`config.mk`:
```
export PLATFORM = sky130hd
export DESIGN_NAME = mbuf_wr_guard
export DESIGN_NICKNAME = d
export VERILOG_FILES = /design/src/rtl/mbuf_guard_pkg.sv /design/src/rtl/mbuf_guard_rules.sv /design/src/rtl/mbuf_guard_fsm.sv /design/src/rtl/mbuf_guard_pulse.sv /design/src/rtl/mbuf_wr_guard.sv
export SDC_FILE = /design/constraint.sdc
export NUM_CORES = 1
export LEC_CHECK = 0
export BUFFER_PORTS_ARGS = -buffer_cell sky130_fd_sc_hd__buf_2
export CORE_AREA = 4 4 41 43
export CTS_BUF_LIST = sky130_fd_sc_hd__clkbuf_16
export DETAILED_ROUTE_END_ITERATION = 12
export DIE_AREA = 0 0 45 47
export PLACE_DENSITY_LB_ADDON = 0.05
export SKIP_LAST_GASP = 1
export SLEW_MARGIN = 10
export SYNTH_ARGS = -nofsm -noshare
export SYNTH_HDL_FRONTEND = slang
export SYNTH_SLANG_ARGS = --single-unit
```
`constraint.sdc`:
```
create_clock -name clk -period 2.9 [get_ports clk]
set_clock_uncertainty 0.2 [all_clocks]
set_input_delay 0.58 -clock clk [delete_from_list [all_inputs] [get_ports clk]]
set_output_delay 0.58 -clock clk [all_outputs]
set_load 0.01 [all_outputs]
```
`src/rtl/mbuf_guard_pkg.sv`:
```
package mbuf_guard_pkg;

    localparam int CSTATE_W = 3;

    localparam logic [CSTATE_W-1:0] CS_DEF_CFG = 3'd0;
    localparam logic [CSTATE_W-1:0] CS_CFG     = 3'd1;

    typedef enum logic [1:0] {
        G_IDLE   = 2'd0,
        G_LAUNCH = 2'd1,
        G_WAIT   = 2'd2
    } guard_state_e;

    typedef struct packed {
        logic key_slot;
        logic sec_low;
        logic sec_high;
        logic rx_queue;
        logic busy_hit;
    } viol_t;

endpackage

```
`src/rtl/mbuf_guard_rules.sv`:
```
module mbuf_guard_rules
    import mbuf_guard_pkg::*;
#(
    parameter int BUF_W    = 7,
    parameter int KEY_BUFS = 2
) (
    input  logic [CSTATE_W-1:0] ctrl_state_i,
    input  logic                cmd_wr_i,
    input  logic                stg_wr_i,
    input  logic [BUF_W-1:0]    buf_num_i,
    input  logic                wr_hdr_i,
    input  logic                wr_data_i,
    input  logic                key_tx_i,
    input  logic [BUF_W-1:0]    first_dyn_i,
    input  logic [1:0]          sec_mode_i,
    input  logic                in_rxq_i,
    input  logic                busy_i,
    output viol_t               viol_o
);

    localparam logic [BUF_W-1:0] KEY_LIM = BUF_W'(KEY_BUFS);

    logic in_cfg;
    logic guarded_cmd;
    logic hdr_cmd;
    logic is_static;
    logic is_key_buf;

    always_comb begin
        in_cfg      = (ctrl_state_i == CS_DEF_CFG) || (ctrl_state_i == CS_CFG);
        guarded_cmd = cmd_wr_i && !in_cfg;
        hdr_cmd     = guarded_cmd && wr_hdr_i;
        is_static   = buf_num_i < first_dyn_i;
        is_key_buf  = buf_num_i < KEY_LIM;

        viol_o.key_slot = hdr_cmd && key_tx_i && is_key_buf;
        viol_o.sec_low  = hdr_cmd && (sec_mode_i == 2'b01) && is_static;
        viol_o.sec_high = hdr_cmd && sec_mode_i[1];
        viol_o.rx_queue = guarded_cmd && in_rxq_i && (wr_hdr_i || wr_data_i);
        viol_o.busy_hit = busy_i && (cmd_wr_i || stg_wr_i);
    end

endmodule

```
`src/rtl/mbuf_guard_fsm.sv`:
```
module mbuf_guard_fsm
    import mbuf_guard_pkg::*;
(
    input  logic clk,
    input  logic rst_n,
    input  logic launch_i,
    input  logic xfer_done_i,
    output logic busy_o,
    output logic start_o
);

    guard_state_e state_q;
    guard_state_e state_d;

    always_ff @(posedge clk or negedge rst_n) begin
        if (!rst_n) begin
            state_q <= G_IDLE;
        end else begin
            state_q <= state_d;
        end
    end

    always_comb begin
        state_d = state_q;
        unique case (state_q)
            G_IDLE:   if (launch_i) state_d = G_LAUNCH;
            G_LAUNCH: state_d = G_WAIT;
            G_WAIT:   if (xfer_done_i) state_d = G_IDLE;
            default:  state_d = G_IDLE;
        endcase
    end

    always_comb begin
        busy_o  = 1'b0;
        start_o = 1'b0;
        unique case (state_q)
            G_IDLE:   ;
            G_LAUNCH: begin
                busy_o  = 1'b1;
                start_o = 1'b1;
            end
            G_WAIT:   busy_o = 1'b1;
            default:  ;
        endcase
    end


    start_once_chk: assert property (@(posedge clk) disable iff (!rst_n)
        start_o |=> (!start_o && busy_o));


    launch_chk: assert property (@(posedge clk) disable iff (!rst_n)
        (state_q == G_IDLE && launch_i) |=> start_o);

endmodule

```
`src/rtl/mbuf_guard_pulse.sv`:
```
module mbuf_guard_pulse (
    input  logic clk,
    input  logic rst_n,
    input  logic reject_i,
    output logic pulse_o
);

    always_ff @(posedge clk or negedge rst_n) begin
        if (!rst_n) begin
            pulse_o <= 1'b0;
        end else begin
            pulse_o <= reject_i;
        end
    end


    pulse_src_chk: assert property (@(posedge clk) disable iff (!rst_n)
        pulse_o |-> $past(reject_i));

endmodule

```
`src/rtl/mbuf_wr_guard.sv`:
```
module mbuf_wr_guard
    import mbuf_guard_pkg::*;
#(
    parameter int BUF_W    = 7,
    parameter int KEY_BUFS = 2
) (
    input  logic                clk,
    input  logic                rst_n,
    input  logic [2:0]          ctrl_state_i,
    input  logic                cmd_wr_i,
    input  logic                stg_wr_i,
    input  logic [BUF_W-1:0]    buf_num_i,
    input  logic                wr_hdr_i,
    input  logic                wr_data_i,
    input  logic                key_tx_i,
    input  logic [BUF_W-1:0]    first_dyn_i,
    input  logic [1:0]          sec_mode_i,
    input  logic                in_rxq_i,
    input  logic                xfer_done_i,
    output logic                busy_o,
    output logic                xfer_start_o,
    output logic                illegal_o
);

    viol_t viol;
    logic  any_viol;
    logic  launch;

    mbuf_guard_rules #(
        .BUF_W    (BUF_W),
        .KEY_BUFS (KEY_BUFS)
    ) u_rules (
        .ctrl_state_i (ctrl_state_i),
        .cmd_wr_i     (cmd_wr_i),
        .stg_wr_i     (stg_wr_i),
        .buf_num_i    (buf_num_i),
        .wr_hdr_i     (wr_hdr_i),
        .wr_data_i    (wr_data_i),
        .key_tx_i     (key_tx_i),
        .first_dyn_i  (first_dyn_i),
        .sec_mode_i   (sec_mode_i),
        .in_rxq_i     (in_rxq_i),
        .busy_i       (busy_o),
        .viol_o       (viol)
    );

    always_comb begin
        any_viol = |viol;
        launch   = cmd_wr_i && !any_viol;
    end

    mbuf_guard_fsm u_fsm (
        .clk         (clk),
        .rst_n       (rst_n),
        .launch_i    (launch),
        .xfer_done_i (xfer_done_i),
        .busy_o      (busy_o),
        .start_o     (xfer_start_o)
    );

    mbuf_guard_pulse u_pulse (
        .clk      (clk),
        .rst_n    (rst_n),
        .reject_i (any_viol),
        .pulse_o  (illegal_o)
    );


    no_start_on_reject_chk: assert property (@(posedge clk) disable iff (!rst_n)
        illegal_o |-> !xfer_start_o);


    busy_reject_chk: assert property (@(posedge clk) disable iff (!rst_n)
        (busy_o && (cmd_wr_i || stg_wr_i)) |=> illegal_o);


    busy_hold_chk: assert property (@(posedge clk) disable iff (!rst_n)
        (!busy_o && cmd_wr_i && any_viol) |=> !busy_o);

endmodule

```
==> flow_metrics.tcl <==
set metrics [dict create \
    dp_hpwl_um 848 \
    syn_area_um2 424.2 \
    fmax_mhz 466.3 \
    syn_avg_cell_area_um2 8.837 \
    numCtsBuffers 3 \
    cpPeakStageDelay_ns 0.33 \
    cellLeakagePower_uw 0.0003743 \
    drv_slew 0 \
    rsz0062_at_grt "false" \
    fin_util 0.5202 \
    syn-num-nets 86 \
    io_pins 31 \
    drt_iter0_markers 1 \
    grt_use_total 0.09234 \
    hold_viol 0 \
    start_kind "primary input" \
    use_met1 0.1088 \
    relSlewSlack 0.7772 \
    drt_wl_total_um 942 \
    core_area_mm2 0.001301 \
    ys_seq_area_frac 0.1770 \
    yosysWarningCount 0 \
    fillers 134 \
    max_cap_violations 0 \
    path_class "primary input to flop" \
    vias_per_cell 4.454 \
    cts-root-buf "clkbuf_16" \
    p_switching_uw 150.2 \
    gp_congestion 0.6959 \
    drc 0 \
    required_ns 2.80 \
    crit_chain "buf_2 > ha_1 > a21oi_1 > o21ai_1 > a2111oi_4 > o31ai_2 > mux2_1" \
    grt_remaining_overflow 0 \
    crit_slowest_cell "a2111oi_4" \
    sw_frac_of_total 0.3075 \
    grt_pass1_vias 379 \
    layoutNonFillerInstCount 97 \
    fin_crit_ns 2.144 \
    async_flop_share 1.000 \
    status "complete, no violations" \
    synth_cells 48 \
    clockBufferDepth 2 \
    h-tree-depth 1 \
    synth_seq_cells 3 \
    drive_above_1_share 0.4390 \
    area.growth.synth_to_final_pct 59.59 \
    wl_per_cell_um 9.711 \
    drtPass1Iterations 2 \
    dr_total_vias 432 \
    grt_max_degree 4 \
    synth_edf_count 0 \
    min_path_type "flop to flop" \
    fin_nets 121 \
    cts_tree "yes" \
    die_w_um 45 \
    synthFlopType "dfrtp_1" \
    finalSetupTns_ns 0 \
    critPathArrivalTime_ns 2.04 \
    io_buffers 29 \
    clk_latency_ns 0.22 \
    path_clk_slew_ns 0.03 \
    power.density_mw_per_mm2 721.9 \
    power_frac_comb 0.406 \
    grt_util_met3 0.01149 \
    clock_sink_count 3 \
    rows 13 \
    end_kind "flop" \
    tightestPinTransition_ns 0.3311 \
    post_cts_resize_count 0 \
    dp.cells 92 \
    initial_core_util 0.3260 \
    critPathMaxFanout 2 \
    period_share 0.7395 \
    dieArea_mm2 0.002115 \
    finalSetupViolCount 0 \
    pwr-share-clk 0.441 \
    antenna_found_initial 0 \
    power_frac_seq 0.153 \
    grt_use_met2 0.1525 \
    hold_buffers 1 \
    drtAntennaViolNets 0 \
    ir_drop_uv 359.6 \
    post-cts-setup-buffers 0 \
    power.internal_uw 338.4 \
    synth.distinct_cells 20 \
    die_height_um 47 \
    grt-busiest-layer "met2" \
    num_antenna_cells 0 \
    grt_pass1_wl_um 1407 \
]
[layout by cell type, fill, tap and decap left out]
| cell type | synthesis | layout |
|---|---|---|
| clkbuf_16 | 0 | 3 |
| a2111oi_4 | 1 | 1 |
| nor2b_1 | 1 | 1 |
| o211ai_2 | 1 | 1 |
| inv_1 | 8 | 9 |
| or2_1 | 1 | 1 |
| o31ai_2 | 1 | 1 |
| nor4_1 | 1 | 1 |
| nand2_1 | 5 | 5 |
| a21oi_2 | 1 | 1 |
| o22ai_1 | 1 | 1 |
| a21oi_1 | 3 | 3 |
| nor2_1 | 3 | 3 |
| nand3b_1 | 1 | 1 |
| a31oi_1 | 1 | 1 |
| o22a_1 | 1 | 1 |
| buf_2 | 0 | 29 |
| ha_1 | 10 | 10 |
| mux2_1 | 2 | 2 |
| dlygate4sd3_1 | 0 | 1 |
| o21ai_1 | 1 | 1 |
| dfrtp_1 | 3 | 3 |
| nand2b_1 | 2 | 2 |
[stage by stage]
| stage | area [um2] | setup WS (ns) | hold slack [ns] | power, uW |
|---|---|---|---|---|
| 3_5_place_dp | 588.1 | 0.5167 | 0.1794 | 276.6 |
| 5_1_grt | 676.9 | 0.6515 | 0.3667 | 531.2 |
| 4_1_cts | 676.9 | 0.7339 | 0.3309 | 497.9 |
| 2_1_floorplan | 424.2 | 0.7195 | 0.08441 | 212.8 |
| 6_report | 676.9 | 0.7555 | 0.3240 | 488.7 |
| 3_3_place_gp | 588.1 | 0.5315 | 0.1773 | 276.3 |
[per-layer routing]
metal | up-vias | share of wire | routed length (um)
li1 | 234 | - | -
met4 | 0 | 0 | 0
met2 | 20 | 0.45 | 421
met3 | 0 | 0.094 | 89
met1 | 178 | 0.46 | 431
met5 | - | 0 | 0
[cells by family (layout without fill, tap and decap cells)]
logic type,after synthesis,after routing,synth area share
buffers and inverters,8,42,0.07080
DFF,3,3,0.1770
AOI/OAI and AO/OA,11,11,0.2419
muxes,2,2,0.05309
adders and majority gates,10,10,0.2950
and+or+nand+nor,14,14,0.1623
[state kept, by name, summed over array words and instances (netlist names)]
name,flops
u_pulse.pulse_o,1
u_fsm.state_q,2
[area by class of cell]
class	count	area (um2)	area share
clock buffers	3	75.07	0.1109
clock inverters	1	3.754	0.005545
multi-input cells	37	319.1	0.4713
flip-flops and latches	3	75.07	0.1109
well taps	15	18.77	0.02773
inverters	8	30.03	0.04436
repair buffers	30	155.1	0.2292
[final timing paths]
check / end / cells past startpoint / slack, ns / start
max in group asynchronous: u_fsm.state_q[1]$_DFFE_PN0P_ / 2 / 1.91 / rst_n
min reg2reg: u_fsm.state_q[1]$_DFFE_PN0P_ / 1 / 0.32 / u_fsm.state_q[1]$_DFFE_PN0P_
max reg2reg: u_fsm.state_q[1]$_DFFE_PN0P_ / 6 / 0.87 / u_fsm.state_q[0]$_DFFE_PN0P_
min in group asynchronous: u_fsm.state_q[0]$_DFFE_PN0P_ / 2 / 0.49 / rst_n
min: u_fsm.state_q[1]$_DFFE_PN0P_ / 1 / 0.32 / u_fsm.state_q[1]$_DFFE_PN0P_
max: u_fsm.state_q[1]$_DFFE_PN0P_ / 7 / 0.76 / buf_num_i[2]
[worst max-delay path, delay by kind of cell]
kind	cells	cell delay (ns)
compound gates	4	0.72
mux	1	0.32
fa+ha+maj	1	0.30
buf+inv	1	0.11
[cell usage after synthesis (2+ instances only)]
master / count / area, um2
nor2_1: 3 / 11.26
ha_1: 10 / 125.1
dfrtp_1: 3 / 75.07
mux2_1: 2 / 22.52
nand2_1: 5 / 18.77
nand2b_1: 2 / 12.51
inv_1: 8 / 30.03
a21oi_1: 3 / 15.01
[power groups by stage]
stage / sequential [uW] / clock (uW) / combinational (uW)
2_1_floorplan: 76.6 / 0 / 136
3_3_place_gp: 75.7 / 0 / 201
3_5_place_dp: 75.5 / 0 / 201
4_1_cts: 75.2 / 219 / 204
5_1_grt: 78.5 / 225 / 228
6_report: 75.0 / 215 / 198
Power figures use the tool's default switching activity.
